## src/rtl/gpio_pkg.sv

```systemverilog
package gpio_pkg;
   localparam int unsigned OFS_LEVEL = 0;
   localparam int unsigned OFS_SET   = 1;
   localparam int unsigned OFS_CLR   = 2;
   localparam int unsigned OFS_DIR   = 3;
   localparam int unsigned NUM_REGS  = 4;
   localparam int unsigned SYNC_STAGES = 2;

   typedef struct packed {
      logic level;
      logic set;
      logic clr;
      logic dir;
   } wr_sel_t;

   function automatic bit width_legal(int unsigned w);
      return (w == 8) || (w == 16) || (w == 32) || (w == 64);
   endfunction
endpackage

```

## src/rtl/gpio_sync.sv

```systemverilog
module gpio_sync #(
   parameter int unsigned WIDTH = 32
) (
   input  logic             clk,
   input  logic             rst_n,
   input  logic [WIDTH-1:0] async_in,
   output logic [WIDTH-1:0] sync_out
);
   import gpio_pkg::*;

   logic [WIDTH-1:0] stage [SYNC_STAGES];

   always_ff @(posedge clk or negedge rst_n) begin
      if (!rst_n) begin
         for (int i = 0; i < SYNC_STAGES; i++) stage[i] <= '0;
      end else begin
         stage[0] <= async_in;
         for (int i = 1; i < SYNC_STAGES; i++) stage[i] <= stage[i-1];
      end
   end

   assign sync_out = stage[SYNC_STAGES-1];

   logic [1:0] run_cnt;
   always_ff @(posedge clk or negedge rst_n) begin
      if (!rst_n)               run_cnt <= '0;
      else if (run_cnt != 2'd2) run_cnt <= run_cnt + 2'd1;
   end


   sync_latency_chk: assert property (@(posedge clk) disable iff (!rst_n)
      (run_cnt == 2'd2) |-> (sync_out == $past(async_in, 2)));
endmodule

```

## src/rtl/gpio_bitmap.sv

```systemverilog
module gpio_bitmap #(
   parameter int unsigned WIDTH   = 32,
   parameter bit          REVERSE = 1'b0
) (
   input  logic [WIDTH-1:0] a,
   output logic [WIDTH-1:0] y
);
   generate
      if (REVERSE) begin : g_rev
         for (genvar n = 0; n < WIDTH; n++) begin : g_bit
            assign y[n] = a[WIDTH-1-n];
         end
      end else begin : g_thru
         assign y = a;
      end
   endgenerate
endmodule

```

## src/rtl/gpio_out_latch.sv

```systemverilog
module gpio_out_latch #(
   parameter int unsigned WIDTH = 32
) (
   input  logic             clk,
   input  logic             rst_n,
   input  logic             load_en,
   input  logic [WIDTH-1:0] load_val,
   input  logic [WIDTH-1:0] set_mask,
   input  logic [WIDTH-1:0] clr_mask,
   output logic [WIDTH-1:0] q
);
   logic [WIDTH-1:0] nxt;

   always_comb begin
      nxt = load_en ? load_val : q;
      nxt = (nxt | set_mask) & ~clr_mask;
   end

   always_ff @(posedge clk or negedge rst_n) begin
      if (!rst_n) q <= '0;
      else        q <= nxt;
   end


   latch_set_chk: assert property (@(posedge clk) disable iff (!rst_n)
      (!load_en && (clr_mask == '0)) |=> ((q & $past(set_mask)) == $past(set_mask)));

   latch_clr_chk: assert property (@(posedge clk) disable iff (!rst_n)
      (clr_mask != '0) |=> ((q & $past(clr_mask)) == '0));

   latch_hold_chk: assert property (@(posedge clk) disable iff (!rst_n)
      (!load_en && (set_mask == '0) && (clr_mask == '0)) |=> $stable(q));

   latch_load_chk: assert property (@(posedge clk) disable iff (!rst_n)
      (load_en && (set_mask == '0) && (clr_mask == '0)) |=> (q == $past(load_val)));
endmodule

```

## src/rtl/gpio_dir_reg.sv

```systemverilog
module gpio_dir_reg #(
   parameter int unsigned WIDTH          = 32,
   parameter bit          DIR_ONE_IS_OUT = 1'b1
) (
   input  logic             clk,
   input  logic             rst_n,
   input  logic             wr_en,
   input  logic [WIDTH-1:0] wdata,
   output logic [WIDTH-1:0] dir_q,
   output logic [WIDTH-1:0] drive_en
);
   localparam logic [WIDTH-1:0] RESET_WORD = DIR_ONE_IS_OUT ? '0 : '1;

   always_ff @(posedge clk or negedge rst_n) begin
      if (!rst_n)     dir_q <= RESET_WORD;
      else if (wr_en) dir_q <= wdata;
   end

   generate
      if (DIR_ONE_IS_OUT) begin : g_out_pol
         assign drive_en = dir_q;
      end else begin : g_in_pol
         assign drive_en = ~dir_q;
      end
   endgenerate


   dir_write_chk: assert property (@(posedge clk) disable iff (!rst_n)
      wr_en |=> (dir_q == $past(wdata)));

   dir_hold_chk: assert property (@(posedge clk) disable iff (!rst_n)
      !wr_en |=> $stable(dir_q));
endmodule

```

## src/rtl/gpio_port_ctrl.sv

```systemverilog
module gpio_port_ctrl #(
   parameter int unsigned WIDTH          = 32,
   parameter int unsigned ADDR_W         = 3,
   parameter bit          DIR_ONE_IS_OUT = 1'b1,
   parameter bit          BIT_REVERSE    = 1'b0,
   parameter bit          SET_READABLE   = 1'b1
) (
   input  logic              clk,
   input  logic              rst_n,
   input  logic              bus_wr,
   input  logic [ADDR_W-1:0] bus_addr,
   input  logic [WIDTH-1:0]  bus_wdata,
   output logic [WIDTH-1:0]  bus_rdata,
   input  logic [WIDTH-1:0]  pin_in,
   output logic [WIDTH-1:0]  pin_out,
   output logic [WIDTH-1:0]  pin_oe
);
   import gpio_pkg::*;


   generate
      if (!width_legal(WIDTH)) begin : g_bad_width
         $error("gpio_port_ctrl: WIDTH must be 8, 16, 32 or 64");
      end
      if (ADDR_W < 2) begin : g_bad_addr
         $error("gpio_port_ctrl: ADDR_W must cover four registers");
      end
   endgenerate

   wr_sel_t wsel;
   always_comb begin
      wsel       = '0;
      wsel.level = bus_wr && (bus_addr == ADDR_W'(OFS_LEVEL));
      wsel.set   = bus_wr && (bus_addr == ADDR_W'(OFS_SET));
      wsel.clr   = bus_wr && (bus_addr == ADDR_W'(OFS_CLR));
      wsel.dir   = bus_wr && (bus_addr == ADDR_W'(OFS_DIR));
   end

   logic [WIDTH-1:0] set_mask, clr_mask;
   assign set_mask = wsel.set ? bus_wdata : '0;
   assign clr_mask = wsel.clr ? bus_wdata : '0;

   logic [WIDTH-1:0] pin_sync, level_reg, latch_reg, dir_word, drive_reg;

   gpio_sync #(.WIDTH(WIDTH)) u_sync (
      .clk(clk), .rst_n(rst_n), .async_in(pin_in), .sync_out(pin_sync));

   gpio_bitmap #(.WIDTH(WIDTH), .REVERSE(BIT_REVERSE)) u_map_in (
      .a(pin_sync), .y(level_reg));

   gpio_out_latch #(.WIDTH(WIDTH)) u_latch (
      .clk(clk), .rst_n(rst_n),
      .load_en(wsel.level), .load_val(bus_wdata),
      .set_mask(set_mask), .clr_mask(clr_mask),
      .q(latch_reg));

   gpio_dir_reg #(.WIDTH(WIDTH), .DIR_ONE_IS_OUT(DIR_ONE_IS_OUT)) u_dir (
      .clk(clk), .rst_n(rst_n), .wr_en(wsel.dir), .wdata(bus_wdata),
      .dir_q(dir_word), .drive_en(drive_reg));

   gpio_bitmap #(.WIDTH(WIDTH), .REVERSE(BIT_REVERSE)) u_map_out (
      .a(latch_reg), .y(pin_out));

   gpio_bitmap #(.WIDTH(WIDTH), .REVERSE(BIT_REVERSE)) u_map_oe (
      .a(drive_reg), .y(pin_oe));

   logic [WIDTH-1:0] set_view;
   generate
      if (SET_READABLE) begin : g_set_rd
         assign set_view = latch_reg;
      end else begin : g_set_wo
         assign set_view = '0;
      end
   endgenerate

   always_comb begin
      bus_rdata = '0;
      if (bus_addr == ADDR_W'(OFS_LEVEL))    bus_rdata = level_reg;
      else if (bus_addr == ADDR_W'(OFS_SET)) bus_rdata = set_view;
      else if (bus_addr == ADDR_W'(OFS_DIR)) bus_rdata = dir_word;
   end

   // R5 (one write per cycle on the bus)
   wsel_onehot_chk: assert property (@(posedge clk) disable iff (!rst_n)
      $onehot0(wsel));

   unmapped_read_chk: assert property (@(posedge clk) disable iff (!rst_n)
      (bus_addr >= ADDR_W'(NUM_REGS)) |-> (bus_rdata == '0));

   clr_read_chk: assert property (@(posedge clk) disable iff (!rst_n)
      (bus_addr == ADDR_W'(OFS_CLR)) |-> (bus_rdata == '0));

   pins_hold_chk: assert property (@(posedge clk) disable iff (!rst_n)
      !bus_wr |=> ($stable(pin_out) && $stable(pin_oe)));
endmodule

```

## config.mk

```make
export PLATFORM = sky130hd
export DESIGN_NAME = gpio_port_ctrl
export DESIGN_NICKNAME = d
export VERILOG_FILES = /design/src/rtl/gpio_pkg.sv /design/src/rtl/gpio_sync.sv /design/src/rtl/gpio_bitmap.sv /design/src/rtl/gpio_out_latch.sv /design/src/rtl/gpio_dir_reg.sv /design/src/rtl/gpio_port_ctrl.sv
export SDC_FILE = /design/constraint.sdc
export NUM_CORES = 1
export LEC_CHECK = 0
export ABC_AREA = 0
export CAP_MARGIN = 20
export CORE_ASPECT_RATIO = 1.1
export CORE_MARGIN = 10
export CORE_UTILIZATION = 50
export DETAILED_ROUTE_END_ITERATION = 10
export DONT_BUFFER_PORTS = 1
export MAX_ROUTING_LAYER = met4
export PLACE_DENSITY = 0.67
export RECOVER_POWER = 50
export SLEW_MARGIN = 30
export SYNTH_ARGS = -nofsm -noshare
export SYNTH_HDL_FRONTEND = slang
export SYNTH_SLANG_ARGS = --single-unit
```

## constraint.sdc

```tcl
create_clock -name clk -period 1.1 [get_ports clk]
set_input_delay 0.165 -clock clk [delete_from_list [all_inputs] [get_ports clk]]
set_output_delay 0.165 -clock clk [all_outputs]
set_load 0.1 [all_outputs]
```

==> results by stage, run 1 <==
Floorplan:
- Measured along the x axis, the die boundary spans around 120 um.
- From bottom edge to top edge, the die measures 126.0 um.
- The cell row count is 38.
- The starting density of the core is a little over 50%.
- The top-level port count is around 170.

Synth:
- Synthesis produced a netlist with a net count of between 400 and 500.
- Ranked by instance count, the synthesized netlist is headed by sky130_fd_sc_hd__dfrtp_1 (128), sky130_fd_sc_hd__nand2_1 (64).
- Summing the areas of all and, or, nand and nor instances in the mapped netlist gives around a tenth of the synthesized area.
- The count of warnings emitted by yosys is 0.
- The synthesized netlist devotes 0% of its cell area to XOR and XNOR gates.
- Of the post-synthesis cell area, the dominant cell type holds a little over three fifths.
- The dominant combinational cell family by area after synthesis is multiplexers.
- The cell area after synthesis is a little over 5000 um2.
- The flip-flop cell with the highest count after synthesis is sky130_fd_sc_hd__dfrtp_1.
- The mean instance size in the synthesized netlist is between 10 and 15 um2.
- The synthesized netlist devotes between 10% and 20% of its cell area to compound gates.
- Synthesis inferred roughly 130 register bits.
- The number of instances in the synthesized netlist is ~420.
- Among all cell types in the netlist, the one instantiated most often is sky130_fd_sc_hd__dfrtp_1.
- The adder-cell share of the synthesized area is 0%.
- The count of flip-flops with a built-in enable after synthesis is 0.
- The mux share of post-synthesis cell area is between 10% and 20%.
- Sequential cells were found to cover a little over three fifths of the synthesized design area.
- The share of async-settable or async-resettable flops after synthesis is 100.0%.
- The biggest area consumer among synthesized cells is sky130_fd_sc_hd__dfrtp_1.
- After synthesis, the cell types taking the most area are sky130_fd_sc_hd__dfrtp_1 (63%), sky130_fd_sc_hd__mux2_2 (6.6%), sky130_fd_sc_hd__mux2i_1 (6.3%).
- The number of distinct library cell variants in the gate-level netlist after synthesis is 20.

Clock network:
- The clock tree synthesis step divided the H-tree into 4 levels.
- The total clock sinks is 128.
- Counting along the longest clock path gives a buffer depth of 2.
- In this run, CTS created clock tree buffers numbering 17.
- The post-cts hold buffer count is 92.
- Once the clock tree was built, the setup fixing pass inserted 2 buffers.
- The number of gates resized after CTS was 225.
- In this run the clock root is driven by a sky130_fd_sc_hd__clkbuf_8.

Outcome:
- The flow halted during 4_1_cts.
- The run stopped with a tool error.
- The first error in the log reads "[ERROR DPL-0033] detailed placement checks failed during check placement".

Place:
- In this run, placement finished with an instance count of 623.
- In this run the tool buffered the top-level ports with 0 buffer cells.
- Before CTS, the worst setup slack after placement is -170.2 ps.
- The HPWL after detailed placement is between 10 and 15 mm.
- Routability-driven placement finished with a final weighted congestion of between 0.8 and 0.9.
logic make-up after synthesis:
group / Yosys count
buf+inv: 31
flops: 128
compound gates: 96
mux: 64
simple gates: 99
per-stage QoR:
stage / hold slack (ps) / instance area (um2)
floorplan: -130.6 / 5914
global placement: -126.5 / 7192
detailed placement: -126.1 / 7192
==> run 2: changes to the inputs <==
Settings changed: CORE_ASPECT_RATIO 1.1 to unset, CORE_UTILIZATION 50 to 35, MAX_ROUTING_LAYER met4 to unset, PLACE_DENSITY 0.67 to unset, PLACE_DENSITY_LB_ADDON set to 0.15.
==> run 2 against run 1 <==
The flow now finishes, with violations (negative hold slack, negative setup slack). Synthesized area did not move. Synthesized cell count did not move.
==> results by stage, run 2 <==
Outcome:
- The flow ran to the end, but the final reports show violations.
- The final reports fail on negative hold slack, negative setup slack.

Clock network:
- After clock tree synthesis, the clock-pin slew on the worst setup and hold paths is around 60 ps.
- The number of buffers created by CTS is 17.
- TritonCTS built the clock tree.
- The post-cts hold buffer count is 64.
- The clock latency reported for the late side of the worst-skew pair is approximately 410 ps.
- In this run the clock root is driven by a sky130_fd_sc_hd__clkbuf_16.
- The number of buffers between clock root and the deepest sink is 2.
- For this design, the sink count on the clock tree is 128.
- The clock tree synthesis step divided the H-tree into 4 levels.

Global routing:
- The wire length of the first global-routing pass is between 20 and 30 mm.
- The total congestion overflow is 0.
- Entering global routing, the biggest net connects roughly 130 pins.
- The number of global-route vias before repair is approximately 4,500.
- The number of antenna violations at the first check in global routing is 0.
- For this run, the total global-route usage over all layers was measured as 17.26%.

Pwr:
- Summed over all cells, the static leakage comes to between 3 and 4 nW.
- In this run switching power makes up about two fifths of total power.
- The largest voltage drop on the vdd net is 1.511 mV.
- Sequential cells account for a little under 30% of the total power.
- Summed over all nets, the switching power comes to about 8.5 mW.
- Per report_power, the clock group accounts for about a quarter of the total.
- The logic gate share of total power is between 40% and 50%.
- Cell internal power was estimated by the tool at between 10 and 15 mW.
- In this run the power density over the cells is ~2200 nW/um2.

Finish:
- The count of cells in the finished layout, fillers not included, comes to roughly 800.
- The number of nets at the end of the flow is around 670.
- The library cell used most frequently in the layout, excluding fill and tap cells, is sky130_fd_sc_hd__buf_12.
- The count of antenna diodes in the layout is 0.
- Leaving out fill and tap cells, the most frequent cells in the layout are sky130_fd_sc_hd__buf_12 (100), sky130_fd_sc_hd__nand2_1 (64), sky130_fd_sc_hd__dlygate4sd3_1 (64), sky130_fd_sc_hd__dfrtp_4 (64), sky130_fd_sc_hd__dfrtp_1 (64).
- The area growth from synthesis to layout is 90.51%.
- Cells with a size suffix above 1 make up around 52% of the layout.

Synth:
- The share of Yosys cell area claimed by the top area cell type is between 60% and 70%.
- In the synthesized netlist, the cells that appear most often are sky130_fd_sc_hd__dfrtp_1 (128), sky130_fd_sc_hd__nand2_1 (64).
- The synthesized design contains 0 enable-type register cells.
- The total nets after synthesis is approximately 500.
- The count of warnings emitted by yosys is 0.
- The number of distinct library cell variants in the gate-level netlist after synthesis is 20.
- In this run the cell area of the synthesized design comes to about 5100 um2.
- The biggest area consumer among synthesized cells is sky130_fd_sc_hd__dfrtp_1.
- Sorting the synthesized cells by area gives the leading types as sky130_fd_sc_hd__dfrtp_1 (63%), sky130_fd_sc_hd__mux2_2 (6.6%), sky130_fd_sc_hd__mux2i_1 (6.3%).
- The number of instances in the synthesized netlist is 418.
- The sequential fraction of the synthesis area is 62.78%.
- The share of async-settable or async-resettable flops after synthesis is between 90% and 100%.
- In the post-synthesis netlist, the cell with the most instances is sky130_fd_sc_hd__dfrtp_1.
- After synthesis, the mean cell area works out to 12.21 um2.
- The register bit count reported by yosys is ~130.
- The flip-flop cell with the highest count after synthesis is sky130_fd_sc_hd__dfrtp_1.

Floorplan:
- The die extent in y is roughly 140 um.
- Once the floorplan was initialized, standard cells occupied around 35% of the core.
- The total area inside the core boundary comes to around 14,000 um2.
- The floorplan step defined a die boundary enclosing about 20,000 um2.
- The cell row count is 44.
- The top-level port count is 166.
- In this run the horizontal extent of the chip is 140.7 um.

Routing:
- The first detailed-routing pass ran for 4 iterations.
- The overall via count from detail_route is 3,987.
- After the first detailed-routing iteration, the DRC count stood at approximately 140.
- The average via count per standard cell is around 5.
- The detail-routed net length per standard cell is around 21 um.
- The number of DRC violations after detailed routing is 0.
- The count of nets left with antenna violations once routing finished came out at 0.
- The routed design has 17.05 mm of wire.

STA:
- The accumulated negative setup slack is -26,960 ps.
- Setup repair after global routing could not meet its margin everywhere.
- At the pin with the least slew margin, the transition time is roughly 350 ps.
- After layout, the worst path uses 144.8% of the clock period.
- The smallest clock period supported by the final layout is computed as 1593 ps.
- The max-slew violation count was 0.
- Hold timing on the final database bottoms out at a slack of -547.0 ps.
- The worst clock skew on the final layout is between 8 and 9 ps.
- The timing-limited maximum frequency is approximately 630 MHz.
- The worst setup margin is -492.9 ps.
- The worst slew margin relative to its limit is between 70% and 80%.
- The final hold violation count is 128.
- The setup violation total in the final timing report is 101.

Place:
- Detailed placement finished with a half-perimeter wire length of around 11 mm.
- Routability-driven placement finished with a final weighted congestion of ~0.8.
- The total of buffers placed on input and output ports is 0.
- Including well taps, the total number of placed cells is roughly 690.

Flow run:
- Max-cap violations in this run came to 0.

Critical path:
- The critical path is of the flip-flop to output port type.
- The setup slack on the worst flop-to-flop path is -70 ps.
- STA classifies the critical path startpoint as a flip-flop.
- STA puts the critical path data required time at around 940 ps.
- The startpoint identified for the worst register-to-register timing path is u_dir.dir_q[21].
- Counting both buffers and inverters, the worst setup path holds a total of 1.
- The critical path capture point type is an output port.
- For the worst setup path, the data arrival time is ~1400 ps.
- The maximum cell stage delay along the critical path is about 440 ps.
- The cell family contributing the most delay on the critical path is flip-flops.
- The signal on the critical path passes through mux2i_4 > a211oi_4 > buf_12.
- The standard cell with the maximum stage delay on the critical path is sky130_fd_sc_hd__dfrtp_4.
- Counting cells, the worst reg-to-reg path comes to 3.
- The destination of the worst register-to-register timing path is u_dir.dir_q[21].
- The maximum fanout encountered on the critical timing path is 2.

Min path:
- The worst min-delay path category is input pin to asynchronous set/reset pin.
[run 2: cell counts after synthesis]
No cell type changed its count.
[run 2: cell families (layout without fill, tap and decap cells)]
group	count (synthesis)	in the layout	share of synthesized area [%]
compound gates	96	96	10.99
simple gates	99	99	9.563
flops	128	128	62.78
buf+inv	31	224	3.335
mux	64	64	13.34
[run 2: power by group through the flow]
| stage | Sequential (mW) | Clock (mW) | Combinational (mW) |
|---|---|---|---|
| final | 6.38 | 5.68 | 9.39 |
| after detailed placement | 6.10 | 0 | 7.40 |
| after global routing | 6.45 | 6.03 | 9.65 |
| after floorplan | 9.70 | 0 | 2.16 |
| after global placement | 6.06 | 0 | 7.34 |
| after CTS | 6.38 | 5.79 | 9.12 |
[run 2: final cells by class]
cell class | instances | area (um2)
clock buffer | 22 | 464.2
multi-input combinational | 259 | 2524
inverter | 1 | 3.754
tap | 184 | 230.2
clock inverter | 10 | 135.1
timing repair buffer | 191 | 2920
sequential | 128 | 3443
fill | 955 | 4703
[run 2: stage by stage]
| stage | area (um2) | power (mW) | hold slack [ps] | utilization, % | worst slack (ps) |
|---|---|---|---|---|---|
| 2_1_floorplan | 5914 | 11.86 | -130.6 | - | -718.4 |
| 3_3_place_gp | 7262 | 13.40 | -124.1 | 50.35 | -136.1 |
| 3_5_place_dp | 7262 | 13.50 | -123.9 | 50.35 | -197.0 |
| 4_1_cts | 9557 | 21.29 | -562.9 | 66.26 | -494.3 |
| 5_1_grt | 9721 | 22.12 | -571.7 | 67.39 | -525.3 |
| 6_report | 9721 | 21.45 | -547.0 | 67.39 | -492.9 |
[run 2: how the worst max path moves through the flow]
stage / from / end / slack [ps] / cells past startpoint
finish: u_dir.dir_q[4] / bus_rdata[4] / -490 / 3
detailed placement: bus_addr[1] / bus_rdata[18] / -200 / 5
floorplan: u_latch.q[10] / bus_rdata[10] / -720 / 2
CTS: u_dir.dir_q[8] / bus_rdata[8] / -490 / 3
global placement: bus_addr[1] / bus_rdata[29] / -140 / 5
global route: u_dir.dir_q[10] / bus_rdata[10] / -530 / 3
[run 2: per-layer routing]
| metal | share of wire [%] | vias to the layer above | track usage [%] |
|---|---|---|---|
| met4 | 1.6 | 0 | 5.326 |
| met1 | 37 | 2032 | 18.89 |
| met3 | 7.8 | 23 | 7.323 |
| li1 | - | 1802 | - |
| met5 | 0 | - | 0 |
| met2 | 53 | 130 | 29.66 |
[run 2: timing repair]
item | in CTS | in global routing
setup buffers | 2 | 13
endpoints found under the setup margin | 109 | 99
pin swaps | 2 | 5
gates resized for setup | 226 | 23
hold endpoints to repair | 224 | 128
No activity file was read; power rests on OpenSTA's default activity.
==> run 3: changes to the inputs <==
Settings changed: SYNTH_HIERARCHICAL set to 1.
==> run 3 against run 2 <==
The run still ends with negative hold slack, negative setup slack left. Non-clock buffer count up 34. Sequential power down 7.4%. First-iteration DRC count up 15%. Critical path depth unchanged. Clock skew down 4.1 ps. Count of clock-buffer cells in the layout down 1. Total power up 3.6%. Via count up 6.7%. Synthesized area up 37%. Setup slack better by 22 ps. Global-route usage down 3.2 points. Highest routed layer unchanged.
==> results by stage, run 3 <==
Synth:
- In the post-synthesis netlist, the biggest area contributors are sky130_fd_sc_hd__dfrtp_1 (46%), sky130_fd_sc_hd__buf_4 (17%), sky130_fd_sc_hd__mux2i_1 (9.1%).
- The cell area after synthesis is around 7000 um2.
- The mean instance size in the synthesized netlist is ~11 um2.
- Summing the areas of all compound-gate instances in the mapped netlist gives under 10% of the synthesized area.
- The most repeated cell in the gate-level netlist after synthesis is sky130_fd_sc_hd__buf_4.
- The number of instances in the synthesized netlist is approximately 610.
- Summing the areas of all xor and xnor instances in the mapped netlist gives 0% of the synthesized area.
- The biggest area consumer among synthesized cells is sky130_fd_sc_hd__dfrtp_1.
- The dominant combinational cell family by area after synthesis is buffers and inverters.
- The number of distinct library cell variants in the gate-level netlist after synthesis is 21.
- The count of flip-flops with a built-in enable after synthesis is 0.
- Of the post-synthesis cell area, the part taken by muxes is between 15 and 20%.
- The simple-gate area share of the yosys netlist is under 10%.
- The register bit count reported by yosys is 128.
- After Yosys synthesis, full adders, half adders and majority gates account for 0% of the synthesized area.
- After synthesis, the share of flip-flops with an asynchronous set or reset is 100.0%.
- The share of Yosys cell area claimed by the top area cell type is about 46%.
- The flip-flop cell with the highest count after synthesis is sky130_fd_sc_hd__dfrtp_1.
- The sequential fraction of the synthesis area is a little under half.
- The count of warnings emitted by yosys is 6.
- By count the netlist is led by sky130_fd_sc_hd__buf_4 (160), sky130_fd_sc_hd__dfrtp_1 (128), sky130_fd_sc_hd__and2_1 (64), sky130_fd_sc_hd__mux2i_1 (64), sky130_fd_sc_hd__inv_1 (33).
- The total nets after synthesis is around 680.

Place:
- Input and output buffers added on the ports amount to 0.
- The total placed cells including tap cells is approximately 800.
- The HPWL after detailed placement is 11.38 mm.
- The weighted congestion reported at the end of routability-driven placement is ~0.76.
- The post-place instance area is between 7000 and 8000 um2.

Critical path:
- At the worst endpoint, the required time is between 900 and 1000 ps.
- In this design, the stage delay of the slowest critical-path cell is slightly below 400 ps.
- The standard cell with the maximum stage delay on the critical path is sky130_fd_sc_hd__dfrtp_1.
- The worst setup path is captured at an output port.
- The worst setup path is launched from a flip-flop.
- Broken down by cell family, the worst path's largest delay share belongs to flip-flops.
- The critical path in this run is classified as flip-flop to output port.
- Walking the worst path, the cells encountered are mux2i_2 > a211oi_4 > buf_12.
- STA puts the critical path data arrival time at roughly 1400 ps.
- The maximum fanout encountered on the critical timing path is 2.
- The number of buffer and inverter stages on the critical path is 1.

Finish:
- The post-route netlist has 42.56% of its cells at a drive strength greater than 1.
- The library cell used most frequently in the layout, excluding fill and tap cells, is sky130_fd_sc_hd__dfrtp_1.
- The post-layout instance count excluding filler cells is around 950.
- The number of fill cells in the layout is 1,675.
- In the layout the commonest cells are sky130_fd_sc_hd__dfrtp_1 (128), sky130_fd_sc_hd__buf_12 (91), sky130_fd_sc_hd__and2_1 (64), sky130_fd_sc_hd__dlygate4sd3_1 (64), sky130_fd_sc_hd__buf_6 (46).
- The finished cells cover just over 10,000 um2.
- The area growth from synthesis to layout is 44.91%.
- The final layout contains about 740 nets.
- The utilization of the core after routing is just over 50%.
- The area of the multi-input gates is 2714 um2.
- The register area is between 3000 and 4000 um2.

Global routing:
- The overall global routing resource usage is between 10 and 15%.
- The first global-routing pass estimated roughly 28 mm of wire.
- The number of antenna violations at the first check in global routing was 1.
- The number of global-route vias before repair was between 4,000 and 5,000.
- Entering global routing, the biggest net connects 129 pins.
- The total congestion overflow is 0.

Floorplan:
- The die extent in y is 161.6 um.
- The cell row count is 51.
- Once the floorplan was initialized, standard cells occupied 35.81% of the core.
- The floorplan step defined a core boundary enclosing 19,590 um2.
- 166 I/O pins were placed.
- The die width is 161.6 um.
- The die covers ~26,000 um2.

STA:
- The worst slew margin relative to its limit is between 70% and 80%.
- The final hold violation count is 128.
- The max-slew violation count was 0.
- The ratio of final minimum period to clock period is 142.8%.
- Hold timing on the final database bottoms out at a slack of -556.7 ps.
- Setup total negative slack on the finished layout was measured at -22,910 ps.
- Setup violations remaining at the end of the flow were counted as 96.
- The timing-limited maximum frequency is ~640 MHz.
- The slew at the pin closest to its max-slew limit is between 300 and 400 ps.
- The worst clock skew on the final layout is about 4 ps.
- Setup repair after global routing could not meet its margin everywhere.
- In the post-route analysis, the smallest setup slack over all paths is -471.0 ps.
- The final critical delay including setup and external delays is between 1500 and 2000 ps.

Routing:
- The number of DRC violations after detailed routing is 0.
- The topmost layer with routed signal wires is met4.
- The first-iteration detailed-routing DRC count is about 160.
- Detailed routing placed a total of about 9 mm of wire on met2.
- Summed over all nets, wire length on met3 after detailed routing comes to roughly 1.4 mm.
- After detailed routing, the total wire length is around 18 mm.
- The remaining antenna violation count is 0.
- After detailed routing, the average wire length per cell comes to just under 20 um.
- The number of search-and-repair iterations in the first detailed-routing pass is 4.
- After detailed routing, the wire length on met1 is 7.696 mm.
- The overall via count from detail_route is between 4,000 and 5,000.
- The average via count per standard cell is between 4 and 5.

Pwr:
- In this run the static leakage power is approximately 4.2 nW.
- The power density relative to cell area is ~2200 nW/um2.
- Across the VDD grid, the largest voltage drop is a little over 0.9 mV.

Clock network:
- The H-tree depth is 4.
- The clock latency reported for the late side of the worst-skew pair is between 400 and 500 ps.
- The post-cts hold buffer count is between 60 and 70.
- Clock tree synthesis selected as its root buffer the cell sky130_fd_sc_hd__clkbuf_16.
- TritonCTS built the clock tree.
- CTS saw ~130 sinks.
- The number of buffers between clock root and the deepest sink is 2.
- The number of buffers created by CTS is 17.
- The clock-pin transition on the worst setup and hold timing paths is around 60 ps.

Min path:
- The tightest min-delay check is of the input pin to asynchronous set/reset pin type.

Flow run:
- Max-cap violations in this run came to 0.

Outcome:
- The final reports fail on negative hold slack, negative setup slack.
- The flow ran to the end, but the final reports show violations.
[run 3: cell types whose count changed in the layout (fill, tap and decap cells not counted), moves of 31 or more]
cell / delta
sky130_fd_sc_hd__dfrtp_4: -64
sky130_fd_sc_hd__mux2i_1: +37
sky130_fd_sc_hd__inv_1: +31
sky130_fd_sc_hd__a21boi_1: +31
sky130_fd_sc_hd__and2_1: +64
sky130_fd_sc_hd__nand2_1: -63
sky130_fd_sc_hd__nor2b_1: -32
sky130_fd_sc_hd__dfrtp_1: +64
[run 3: metrics by stage]
stage	power [mW]	worst slack (ps)
6_report	22.23	-471.0
3_5_place_dp	14.08	-143.1
4_1_cts	21.52	-471.2
2_1_floorplan	13.61	-562.0
3_3_place_gp	14.01	-139.2
5_1_grt	23.04	-524.7
[run 3: report_power, final]
part / switching [mW] / internal [mW] / total, mW
clock network: 2.20 / 3.37 / 5.57
registers: 0.534 / 5.38 / 5.91
logic: 6.57 / 4.18 / 10.7
total: 9.31 / 12.9 / 22.2
[run 3: worst paths after layout]
check                      cells past startpoint                  end              from  slack (ps)
max                                            3         bus_rdata[9]      u_latch/q[9]        -470
min                                            0      u_dir/dir_q[19]             rst_n        -560
max reg2reg                                    4         u_latch/q[2]      u_latch/q[2]          50
min reg2reg                                    0  u_sync/sync_out[23]  u_sync/stage[55]         350
max in group asynchronous                      0        u_latch/q[12]             rst_n        1510
min in group clk                               3         u_latch/q[0]      bus_wdata[0]          10
[run 3: area by class of cell]
type                       instances  area share [%]
multi-input combinational        261           26.70
clock buffer                      21           4.726
inverter                          33           1.231
timing repair buffer             225           31.53
tap                              265           3.262
antenna                            1         0.02462
sequential                       128           31.51
clock inverter                    11           1.022
[run 3: kinds of logic after synthesis]
family | count (synthesis)
AOI/OAI and AO/OA | 96
muxes | 96
and+or+nand+nor | 69
DFF | 128
buffers and inverters | 224
[run 3: timing repair]
action / in CTS / in global routing
hold endpoints to repair: 224 / 128
gates resized for setup: 171 / 72
buffers inserted: 19 / 33
setup endpoints to repair: 96 / 96
pin swaps: 18 / 10
[run 3: metal layers]
layer	vias to the layer above	global-route usage, %
met3	13	5.414
li1	1963	-
met2	120	22.78
met1	2157	16.76
met5	-	0
met4	0	4.549
==> run 4: changes to the inputs <==
Clock period 1.1 ns to 1.9 ns, I/O delays scaled along.
==> run 4 against run 3 <==
The run ends with negative hold slack left. Clock skew up 0.77 ps. Sequential power shrank 44%. Hold slack gained 120 ps. Combinational power decreased by 55%.
==> results by stage, run 4 (synthesis results as in run 3) <==
STA:
- The max-slew violation count was 0.
- The accumulated negative setup slack is 0 ps.
- The final hold violation count came to approximately 130.
- The worst path uses roughly nine tenths of the clock period.
- The slew at the pin closest to its max-slew limit is 438.3 ps.
- After layout, the minimum clock period comes to roughly 1700 ps.
- Across the routed clock network, the largest skew measured is approximately 4.8 ps.
- Based on the critical path, the design can be clocked at up to 585.2 MHz.
- The worst slew margin relative to its limit is between 70% and 80%.
- Setup repair after global routing left no endpoint under its margin.
- Setup violations remaining at the end of the flow were counted as 0.
- The tightest hold path in the finished design has a slack of -437.1 ps.

Floorplan:
- The floorplan has 51 rows.
- The floorplan step set the die height to between 150 and 200 um.
- The die is between 150 and 200 um wide.
- The starting density of the core is a little over a third.
- 166 I/O pins were placed.
- The floorplan core area is around 20,000 um2.
- The floorplan die area is ~26,000 um2.

Min path:
- The min-delay analysis places its worst path in the category input pin to asynchronous set/reset pin.

Place:
- The total of buffers placed on input and output ports is 0.
- The total placed cells including tap cells is between 700 and 800.
- The HPWL after detailed placement is between 10 and 15 mm.
- The weighted congestion reported at the end of routability-driven placement is a little over 0.7.

Outcome:
- The run finished, with violations left.
- The checks that failed: negative hold slack.

Critical path:
- The number of cells on the worst reg-to-reg path is 2.
- The setup slack on the worst flop-to-flop path is about 820 ps.
- Of all nets on the critical path, the largest fanout is 2.
- The capture point of the worst path is bus_rdata[24].
- The start of the worst register-to-register path is u_dir/dir_q[4].
- STA classifies the critical path startpoint as a flip-flop.
- Together, buffers and inverters on the worst path number 1.
- The maximum cell stage delay along the critical path is ~360 ps.
- The worst setup path is of the flip-flop to output port kind.
- The critical path goes through mux2i_1 > a211oi_4 > buf_12.
- The critical path capture point type is an output port.
- In this run the number of cells on the critical path is 3.
- The endpoint identified for the worst register-to-register timing path is u_dir/dir_q[4].
- The standard cell with the maximum stage delay on the critical path is sky130_fd_sc_hd__dfrtp_1.
- For the worst setup path, the data required time is between 1500 and 2000 ps.
- At the worst endpoint, the arrival time is 1420 ps.
- The launching instance or port of the critical path is u_latch/q[24].
- The kind of cell with the highest combined delay along the critical path is flip-flops.

Clock network:
- The later pin in the worst-skew pair is clocked with a latency of around 420 ps.
- TritonCTS built the clock tree.
- The tree is rooted in a sky130_fd_sc_hd__clkbuf_16.
- For this design, the CTS-stage hold fixing added 64 buffers.
- The total clock sinks is 128.
- CTS built an H-tree with a depth of 4.
- The number of buffers created by CTS is 17.
- Clock-pin slew was measured on the worst setup and hold paths at 60 ps.
- In this run the post-CTS setup repair buffer count came out at 0.
- The count of instances resized after the clock tree is built is 0.
- The number of buffers between clock root and the deepest sink is 2.

Routing:
- In the final routed layout, each cell accounts on average for ~20 um.
- In the routed design, unresolved DRC markers number 0.
- Using the TritonRoute via totals, the vias-per-cell ratio works out to approximately 4.4.
- The total length of routed wires is around 18 mm.
- The first-iteration detailed-routing DRC count is 89.
- The remaining antenna violation count is 0.
- The number of search-and-repair iterations in the first detailed-routing pass is 4.
- Summing over every cut layer, the via total after detailed routing is approximately 3,900.

Pwr:
- Power spread over the standard cell area amounts to around 1300 nW/um2.
- Per report_power, the sequential group accounts for ~30% of the total.
- The internal power is 6.039 mW.
- Per report_power, the clock group accounts for a little over a quarter of the total.
- VDD sags by at most 0.8330 mV.
- The analysis attributes to cell leakage a power of 3.604 nW.
- The logic gate share of total power is between 40 and 50%.
- The switching share of power is between 40% and 50%.
- In this run the power spent charging and discharging nets is roughly 5.0 mW.

Global routing:
- The wire length of the first global-routing pass is between 20 and 30 mm.
- The number of antenna violations at the first check in global routing is 0.
- The number of global-route vias before repair came to about 4,500.
- The largest net degree at the start of global routing is ~130.
- The overall global routing resource usage is between 10% and 20%.
- Global routing finished with a remaining overflow of 0.

Finish:
- The share of layout cells above drive strength 1 is 32.64%.
- The most common library cell in the layout ignoring fill and taps is sky130_fd_sc_hd__dfrtp_1.
- 0 antenna diodes ended up in the layout.
- The finished layout holds about 890 standard cells, fillers aside.
- From synthesis to final layout, the design area changed by 23.67%.
- The library cells used most frequently in the layout, excluding fill and tap cells, are sky130_fd_sc_hd__dfrtp_1 (128), sky130_fd_sc_hd__buf_4 (68), sky130_fd_sc_hd__mux2i_1 (64), sky130_fd_sc_hd__and2_1 (64), sky130_fd_sc_hd__dlygate4sd3_1 (64).
- The number of nets at the end of the flow is a little under 700.

Flow run:
- The number of violations of the max-capacitance limit is 0.
[run 4: area by class of cell]
class                      count  area, um2
fill                        1806      10910
sequential                   128       3203
multi-input combinational    261       2609
timing repair buffer         168       1872
clock buffer                  19      442.9
tap                          265      331.6
inverter                      33      125.1
clock inverter                13      92.59
[run 4: power groups by stage]
stage | Combinational, mW | Clock, mW | Sequential (mW)
final | 4.81 | 2.97 | 3.30
after global routing | 4.96 | 3.20 | 3.35
after CTS | 4.85 | 3.07 | 3.31
after detailed placement | 4.73 | 0 | 3.35
after global placement | 4.70 | 0 | 3.34
after floorplan | 4.52 | 0 | 3.35
[run 4: per-layer routing]
metal | wire length (um) | track usage [%]
met5 | 0 | 0
met4 | 185 | 3.805
met3 | 1411 | 6.151
met2 | 9105 | 24.06
met1 | 7259 | 15.99
[run 4: how the worst min path moves through the flow]
stage                     startpoint          endpoint  slack (ps)  cells after the start
final                          rst_n  u_sync/stage[52]        -440                      0
after global routing           rst_n  u_sync/stage[54]        -480                      0
after CTS                      rst_n  u_sync/stage[52]        -470                      0
after detailed placement       rst_n  u_sync/stage[52]          -3                      0
after global placement         rst_n  u_sync/stage[54]          -3                      0
after floorplan                rst_n    u_dir/dir_q[0]         -10                      0
[run 4: per-stage QoR]
step	utilization, %	setup slack [ps]	total power, mW	area (um2)	hold WS [ps]
after floorplan	-	-5.517	7.874	7438	-10.59
after global placement	38.28	390.4	8.047	7500	-3.384
after detailed placement	38.28	349.7	8.083	7500	-3.477
after CTS	44.29	156.8	11.23	8676	-466.4
after global routing	44.29	95.78	11.51	8676	-475.2
final	44.29	191.1	11.08	8676	-437.1
